==> src/rtl/sfb_pkg.sv <==
package sfb_pkg;

    localparam int PID_W = 13;
    localparam int MAC_W = 48;

    typedef struct packed {
        logic             en;
        logic [PID_W-1:0] pid;
        logic [MAC_W-1:0] mac;
    } slot_cfg_t;

    typedef enum logic [1:0] {
        SFB_IDLE = 2'd0,
        SFB_FWD  = 2'd1,
        SFB_DROP = 2'd2
    } sfb_state_e;

endpackage

==> src/rtl/sfb_slot_table.sv <==
module sfb_slot_table
    import sfb_pkg::*;
#(
    parameter int N_SLOTS = 8,
    parameter int IDX_W   = 3
) (
    input  logic             clk,
    input  logic             rst_n,
    input  logic             wr_i,
    input  logic [IDX_W-1:0] wr_idx_i,
    input  logic             wr_en_i,
    input  logic [PID_W-1:0] wr_pid_i,
    input  logic [MAC_W-1:0] wr_mac_i,
    output slot_cfg_t        slots_o [N_SLOTS]
);

    slot_cfg_t tbl_d [N_SLOTS];
    slot_cfg_t tbl_q [N_SLOTS];

    always_comb begin
        for (int i = 0; i < N_SLOTS; i++) begin
            tbl_d[i] = tbl_q[i];
        end
        if (wr_i) begin
            tbl_d[wr_idx_i] = '{en: wr_en_i, pid: wr_pid_i, mac: wr_mac_i};
        end
    end

    always_ff @(posedge clk) begin
        if (!rst_n) begin
            for (int i = 0; i < N_SLOTS; i++) begin
                tbl_q[i] <= '0;
            end
        end else begin
            for (int i = 0; i < N_SLOTS; i++) begin
                tbl_q[i] <= tbl_d[i];
            end
        end
    end

    for (genvar g = 0; g < N_SLOTS; g++) begin : g_out
        assign slots_o[g] = tbl_q[g];
    end


    slots_off_after_reset_chk: assert property (@(posedge clk)
        $rose(rst_n) |-> !tbl_q[0].en && !tbl_q[N_SLOTS-1].en);

endmodule

==> src/rtl/sfb_matcher.sv <==
module sfb_matcher
    import sfb_pkg::*;
#(
    parameter int N_SLOTS = 8,
    parameter int IDX_W   = 3
) (
    input  slot_cfg_t        slots_i [N_SLOTS],
    input  logic [PID_W-1:0] pid_i,
    input  logic [MAC_W-1:0] mac_i,
    input  logic [IDX_W-1:0] lo_i,
    input  logic [IDX_W-1:0] hi_i,
    output logic             hit_o,
    output logic [IDX_W-1:0] idx_o
);

    logic [N_SLOTS-1:0] pid_hit;
    logic [N_SLOTS-1:0] mac_hit;

    for (genvar g = 0; g < N_SLOTS; g++) begin : g_slot
        logic in_win;
        assign in_win     = (IDX_W'(g) >= lo_i) && (IDX_W'(g) <= hi_i);
        // first stage: transport PID within the stream's window
        assign pid_hit[g] = slots_i[g].en && in_win && (slots_i[g].pid == pid_i);
        // second stage: MAC only on slots that passed the PID stage
        assign mac_hit[g] = pid_hit[g] && (slots_i[g].mac == mac_i);
    end

    always_comb begin
        idx_o = '0;
        for (int i = N_SLOTS - 1; i >= 0; i--) begin
            if (mac_hit[i]) begin
                idx_o = IDX_W'(i);
            end
        end
    end

    assign hit_o = |mac_hit;

endmodule

==> src/rtl/sfb_rr_pick.sv <==
module sfb_rr_pick (
    input  logic dual_i,
    input  logic a_req_i,
    input  logic b_req_i,
    input  logic last_b_i,
    output logic go_o,
    output logic pick_b_o
);

    logic b_eff;

    assign b_eff    = dual_i && b_req_i;
    assign go_o     = a_req_i || b_eff;
    assign pick_b_o = b_eff && (!a_req_i || !last_b_i);

endmodule

==> src/rtl/section_filter_bank.sv <==
module section_filter_bank
    import sfb_pkg::*;
#(
    parameter  int N_SLOTS = 8,
    parameter  int DATA_W  = 32,
    parameter  int CNT_W   = 16,
    localparam int IDX_W   = $clog2(N_SLOTS)
) (
    input  logic              clk,
    input  logic              rst_n,
    input  logic              dual_mode,
    input  logic              cfg_we,
    input  logic [IDX_W-1:0]  cfg_idx,
    input  logic              cfg_en,
    input  logic [PID_W-1:0]  cfg_pid,
    input  logic [MAC_W-1:0]  cfg_mac,
    input  logic              a_valid,
    output logic              a_ready,
    input  logic [PID_W-1:0]  a_pid,
    input  logic [MAC_W-1:0]  a_mac,
    input  logic [DATA_W-1:0] a_data,
    input  logic              a_last,
    input  logic              b_valid,
    output logic              b_ready,
    input  logic [PID_W-1:0]  b_pid,
    input  logic [MAC_W-1:0]  b_mac,
    input  logic [DATA_W-1:0] b_data,
    input  logic              b_last,
    output logic              m_valid,
    input  logic              m_ready,
    output logic [DATA_W-1:0] m_data,
    output logic              m_last,
    output logic [IDX_W-1:0]  m_slot,
    output logic              m_src,
    output logic [CNT_W-1:0]  drop_cnt
);

    localparam int HALF = N_SLOTS / 2;

    typedef struct packed {
        sfb_state_e       st;
        logic             own_b;
        logic [IDX_W-1:0] slot;
        logic             last_b;
        logic [CNT_W-1:0] drops;
    } ctl_t;

    ctl_t ctl_d;
    ctl_t ctl_q;

    slot_cfg_t        slots [N_SLOTS];
    logic             go;
    logic             pick_b;
    logic             hit;
    logic [IDX_W-1:0] hit_idx;
    logic [PID_W-1:0] sel_pid;
    logic [MAC_W-1:0] sel_mac;
    logic [IDX_W-1:0] win_lo;
    logic [IDX_W-1:0] win_hi;
    logic             own_valid;
    logic             own_last;
    logic             in_fwd;
    logic             in_drop;

    sfb_slot_table #(.N_SLOTS(N_SLOTS), .IDX_W(IDX_W)) table_i (
        .clk      (clk),
        .rst_n    (rst_n),
        .wr_i     (cfg_we),
        .wr_idx_i (cfg_idx),
        .wr_en_i  (cfg_en),
        .wr_pid_i (cfg_pid),
        .wr_mac_i (cfg_mac),
        .slots_o  (slots)
    );

    sfb_rr_pick pick_i (
        .dual_i   (dual_mode),
        .a_req_i  (a_valid),
        .b_req_i  (b_valid),
        .last_b_i (ctl_q.last_b),
        .go_o     (go),
        .pick_b_o (pick_b)
    );

    assign sel_pid = pick_b ? b_pid : a_pid;
    assign sel_mac = pick_b ? b_mac : a_mac;

    always_comb begin
        if (!dual_mode) begin
            win_lo = '0;
            win_hi = IDX_W'(N_SLOTS - 1);
        end else if (pick_b) begin
            win_lo = IDX_W'(HALF);
            win_hi = IDX_W'(N_SLOTS - 1);
        end else begin
            win_lo = '0;
            win_hi = IDX_W'(HALF - 1);
        end
    end

    sfb_matcher #(.N_SLOTS(N_SLOTS), .IDX_W(IDX_W)) match_i (
        .slots_i (slots),
        .pid_i   (sel_pid),
        .mac_i   (sel_mac),
        .lo_i    (win_lo),
        .hi_i    (win_hi),
        .hit_o   (hit),
        .idx_o   (hit_idx)
    );

    assign own_valid = ctl_q.own_b ? b_valid : a_valid;
    assign own_last  = ctl_q.own_b ? b_last  : a_last;

    always_comb begin
        ctl_d = ctl_q;
        case (ctl_q.st)
            SFB_IDLE: begin
                if (go) begin
                    ctl_d.own_b  = pick_b;
                    ctl_d.last_b = pick_b;
                    if (hit) begin
                        ctl_d.st   = SFB_FWD;
                        ctl_d.slot = hit_idx;
                    end else begin
                        ctl_d.st    = SFB_DROP;
                        ctl_d.drops = ctl_q.drops + CNT_W'(1);
                    end
                end
            end
            SFB_FWD: begin
                if (own_valid && m_ready && own_last) begin
                    ctl_d.st = SFB_IDLE;
                end
            end
            SFB_DROP: begin
                if (own_valid && own_last) begin
                    ctl_d.st = SFB_IDLE;
                end
            end
            default: ctl_d.st = SFB_IDLE;
        endcase
    end

    always_ff @(posedge clk) begin
        if (!rst_n) begin
            ctl_q        <= '0;
            ctl_q.st     <= SFB_IDLE;
            ctl_q.last_b <= 1'b1;
        end else begin
            ctl_q <= ctl_d;
        end
    end

    assign in_fwd   = (ctl_q.st == SFB_FWD);
    assign in_drop  = (ctl_q.st == SFB_DROP);
    assign m_valid  = in_fwd && own_valid;
    assign m_data   = ctl_q.own_b ? b_data : a_data;
    assign m_last   = own_last;
    assign m_slot   = ctl_q.slot;
    assign m_src    = ctl_q.own_b;
    assign drop_cnt = ctl_q.drops;
    assign a_ready  = !ctl_q.own_b && (in_fwd ? m_ready : in_drop);
    assign b_ready  =  ctl_q.own_b && (in_fwd ? m_ready : in_drop);


    hit_both_fields_chk: assert property (@(posedge clk) disable iff (!rst_n)
        (ctl_q.st == SFB_IDLE && go && hit) |->
            slots[hit_idx].en && slots[hit_idx].pid == sel_pid && slots[hit_idx].mac == sel_mac);


    b_upper_window_chk: assert property (@(posedge clk) disable iff (!rst_n)
        (ctl_q.st == SFB_IDLE && dual_mode && go && pick_b && hit) |-> hit_idx >= IDX_W'(HALF));


    single_b_blocked_chk: assert property (@(posedge clk) disable iff (!rst_n)
        (ctl_q.st == SFB_IDLE && !dual_mode) |=> !b_ready);


    out_hold_chk: assert property (@(posedge clk) disable iff (!rst_n)
        (m_valid && !m_ready) |=> m_valid && $stable(m_data) && $stable(m_slot) && $stable(m_src));


    one_grant_chk: assert property (@(posedge clk) disable iff (!rst_n)
        $onehot0({a_ready, b_ready}));


    drop_step_chk: assert property (@(posedge clk) disable iff (!rst_n)
        1'b1 |=> (drop_cnt == $past(drop_cnt)) || (drop_cnt == $past(drop_cnt) + CNT_W'(1)));

endmodule

==> config.mk <==
export PLATFORM = sky130hd
export DESIGN_NAME = section_filter_bank
export DESIGN_NICKNAME = d
export VERILOG_FILES = /design/src/rtl/sfb_pkg.sv /design/src/rtl/sfb_slot_table.sv /design/src/rtl/sfb_matcher.sv /design/src/rtl/sfb_rr_pick.sv /design/src/rtl/section_filter_bank.sv
export SDC_FILE = /design/constraint.sdc
export NUM_CORES = 2
export LEC_CHECK = 0
export ABC_AREA = 1
export BUFFER_PORTS_ARGS = -buffer_cell sky130_fd_sc_hd__buf_4
export CAP_MARGIN = 25
export CORE_MARGIN = 3
export CORE_UTILIZATION = 35
export CTS_CLUSTER_SIZE = 24
export DETAILED_ROUTE_END_ITERATION = 10
export PLACE_DENSITY = 0.61
export SLEW_MARGIN = 5
export SYNTH_ARGS = -nofsm -noshare
export SYNTH_HDL_FRONTEND = slang
export SYNTH_SLANG_ARGS = --single-unit
==> constraint.sdc <==
create_clock -name clk -period 4.9 [get_ports clk]
set_input_delay 0.98 -clock clk [delete_from_list [all_inputs] [get_ports clk]]
set_output_delay 0.98 -clock clk [all_outputs]
set_load 0.02 [all_outputs]
==> flow_metrics.env <==
export IMPL_routed_wl_um=147000
export IMPL_syn_area_sq_mm=0.0285
export IMPL_synth_ff_type="dfxtp_1"
export IMPL_cts_buffers_inserted=59
export IMPL_max_freq_ghz=0.243
export IMPL_ctsRootBufferMaster="clkbuf_16"
export IMPL_power_density_mw_per_mm2=330
export IMPL_antenna_found_initial=13
export IMPL_die_y_um=292
export IMPL_ys_top_cells_by_area="dfxtp_1, nand2_1, o21ai_0, nor2_1, inv_1"
export IMPL_grt_pass1_vias=28600
export IMPL_die_area_sq_mm=0.0850
export IMPL_syn_nets=4969
export IMPL_hold_buffers=0
export IMPL_arrival_ns=3.13
export IMPL_peakVddDrop_v=0.000278
export IMPL_highest_layer="met5"
export IMPL_io_pin_count=316
export IMPL_areaGrowthSynthToFinish_pct=18.4
export IMPL_cp_max_fo=38
export IMPL_r2r_end="m_slot[1]$_SDFFE_PN0P_"
export IMPL_synth_cells=4708
export IMPL_hold_viol=0
export IMPL_cts_sinks=519
export IMPL_cp_end_kind="primary output"
export IMPL_synthTopCellsByCount="nand2_1, nor2_1, o21ai_0"
export IMPL_fin_crit_ns=4.11
export IMPL_hold_ws_ns=0.457
export IMPL_cts_setup_buffers=0
export IMPL_ant_nets=0
export IMPL_clk_pin_slew_worst_paths_ns=0.07
export IMPL_min_period_over_period_pct=83.9
export IMPL_portBuffers=315
export IMPL_grt_pass1_wl_um=204000
export IMPL_die_w_um=292
export IMPL_drc=0
export IMPL_post_drt_wl_per_cell_um=24.4
export IMPL_hold_class="register to register"
export IMPL_final_nets=5188
export IMPL_clock_path_buffers=3
export IMPL_yosysMostFrequentCell="nand2_1"
export IMPL_route_met2_wl_um=60500
export IMPL_overflow=0
export IMPL_worstSetupStartpointType="register"
export IMPL_timing_rr_start="ctl_q[16]$_SDFFE_PN1P_"
export IMPL_slew_viol_final=0
export IMPL_async_flop_share_pct=0
export IMPL_yosysTopAreaCellShare_pct=36.4
export IMPL_core_area_sq_mm=0.0807
export IMPL_post_dp_hpwl_um=112000
export IMPL_setup_viol=0
export IMPL_dr_wl_met3_um=18000
export IMPL_leakagePower_nw=15.2
export IMPL_ys_types=39
export IMPL_tightest_slew_ns=1.03
export IMPL_slew_headroom_pct=31.1
export IMPL_setup_tns_ns=0
export IMPL_r2r_cells=21
export IMPL_synth_seq_cells=519
export IMPL_r2r_setup_slack_ns=1.11
export IMPL_rsz0062_at_grt="no"
export IMPL_status="finished, final reports clean"
export IMPL_cts_tree="built"
export IMPL_crit_end="m_valid"
export IMPL_drive_above_1_share_pct=11.1
export IMPL_drt_met1_wl_um=58800
export IMPL_crit_start="m_src$_SDFFE_PN0P_"
export IMPL_clock_latency_ns=0.64
export IMPL_ys_warn_count=0
export IMPL_seq_area_frac_synth_pct=36.4
export IMPL_htree_levels=2
export IMPL_gp_congestion=1.04
export IMPL_drv_cap=0
export IMPL_dr_total_vias=32300
export IMPL_num_rows=104
export IMPL_grt_usage_pct=33.1
export IMPL_fin_skew_ns=0.0124
export IMPL_cp_required_ns=3.92
export IMPL_drt_iter0_markers=4490
export IMPL_vias_per_cell=5.35
export IMPL_yosysTopAreaCell="dfxtp_1"
export IMPL_worst_setup_path_type="register to primary output"
export IMPL_initial_core_util_pct=35.4
export IMPL_syn_mean_instance_area_sq_um=6.06
export IMPL_drtPass1Iterations=7
export IMPL_cts_resized=0
export IMPL_synth_edff_count=0
export IMPL_grt_max_degree=160
[registers in the layout, indices dropped and copies added, names as in the netlist]
register,flops
drop_cnt,16
table_i.tbl_q,496
ctl_q,3
m_src,1
m_slot,3
[kinds of logic (layout without fill, tap and decap cells)]
logic type               Yosys count  in the layout  synth area share (%)
AO/OA/AOI/OAI                   1098           1098                  19.4
buffers and inverters            746           1004                  10.6
AND/OR/NAND/NOR                 2299           2299                  32.2
XOR/XNOR                          44             44                  1.35
flip-flops                       519            519                  36.4
adder cells (fa/ha/maj)            1              1                0.0438
other                              0              4                     0
multiplexers                       1              1                0.0351
[cell usage in the layout (no fill, tap or decap), types with 2 or more instances in the layout]
cell type / count
o21ai_1: 54
clkbuf_16: 61
clkinv_2: 13
bufinv_16: 2
dfxtp_1: 519
nand2_2: 38
nor3_1: 4
nand3_1: 173
nand2_1: 1353
clkinvlp_4: 2
buf_4: 380
nand3b_1: 28
a31oi_1: 2
nor2_4: 2
or2_2: 2
buf_12: 10
nor2_1: 672
clkbuf_8: 14
a21oi_1: 369
nand4_1: 7
nand3_2: 7
nor2_2: 6
inv_2: 3
inv_4: 3
nand2_4: 2
inv_1: 499
o21ai_0: 663
clkinv_1: 2
o211ai_1: 7
diode_2: 4
xor2_1: 43
clkbuf_1: 12
[metal layers]
metal,vias up,GRT usage (%)
li1,15300,-
met1,14700,45.1
met2,1949,48.7
met3,346,6.75
met4,2,18.8
met5,-,0
[worst min path at each step]
stage | startpoint | endpoint | slack [ns] | depth (start not counted)
floorplan | m_slot[2]$_SDFFE_PN0P_ | m_slot[2]$_SDFFE_PN0P_ | 0.42 | 2
global placement | table_i.tbl_q[1][185]$_SDFFE_PN0P_ | table_i.tbl_q[1][185]$_SDFFE_PN0P_ | 0.44 | 2
detailed placement | table_i.tbl_q[1][185]$_SDFFE_PN0P_ | table_i.tbl_q[1][185]$_SDFFE_PN0P_ | 0.45 | 2
CTS | table_i.tbl_q[1][185]$_SDFFE_PN0P_ | table_i.tbl_q[1][185]$_SDFFE_PN0P_ | 0.46 | 2
global route | table_i.tbl_q[1][185]$_SDFFE_PN0P_ | table_i.tbl_q[1][185]$_SDFFE_PN0P_ | 0.47 | 2
finish | table_i.tbl_q[1][185]$_SDFFE_PN0P_ | table_i.tbl_q[1][185]$_SDFFE_PN0P_ | 0.46 | 2
[metrics by stage]
stage | instance area, sq um | utilization [%] | std cells | total power [mW] | setup WS (ns)
after floorplan | 28500 | - | 4708 | 5.59 | 1.97
after global placement | 31900 | 39.5 | 5925 | 6.68 | 0.418
after detailed placement | 31900 | 39.5 | 5925 | 6.68 | 0.356
after CTS | 33800 | 41.8 | 6025 | 11.1 | 0.790
after global routing | 33800 | 41.9 | 6026 | 11.4 | 0.581
final | 33800 | 41.9 | 6030 | 11.2 | 0.791
[worst max-delay path, stage by stage, from the launching register on]
cell	delay (ns)
dfxtp_1	0.31
buf_4	0.35
clkinv_1	0.86
or2_2	0.61
o21ai_0	0.13
nor2_1	0.07
buf_4	0.16
[power by group]
| group | leakage, nW | switching (mW) | internal, mW |
|---|---|---|---|
| clock network | 0.931 | 1.90 | 2.57 |
| registers | 4.22 | 0.0903 | 4.37 |
| logic | 10.1 | 1.61 | 0.617 |
[final cells by class]
class | instances | area [sq um]
multi-input combinational | 3443 | 15100
fill | 8776 | 46900
tap | 1060 | 1330
clock inverter | 13 | 124
timing repair buffer | 392 | 3100
sequential | 519 | 10400
clock buffer | 87 | 1760
inverter | 512 | 1940
antenna | 4 | 10.0
Note: power is estimated with default switching activity, not from simulation.
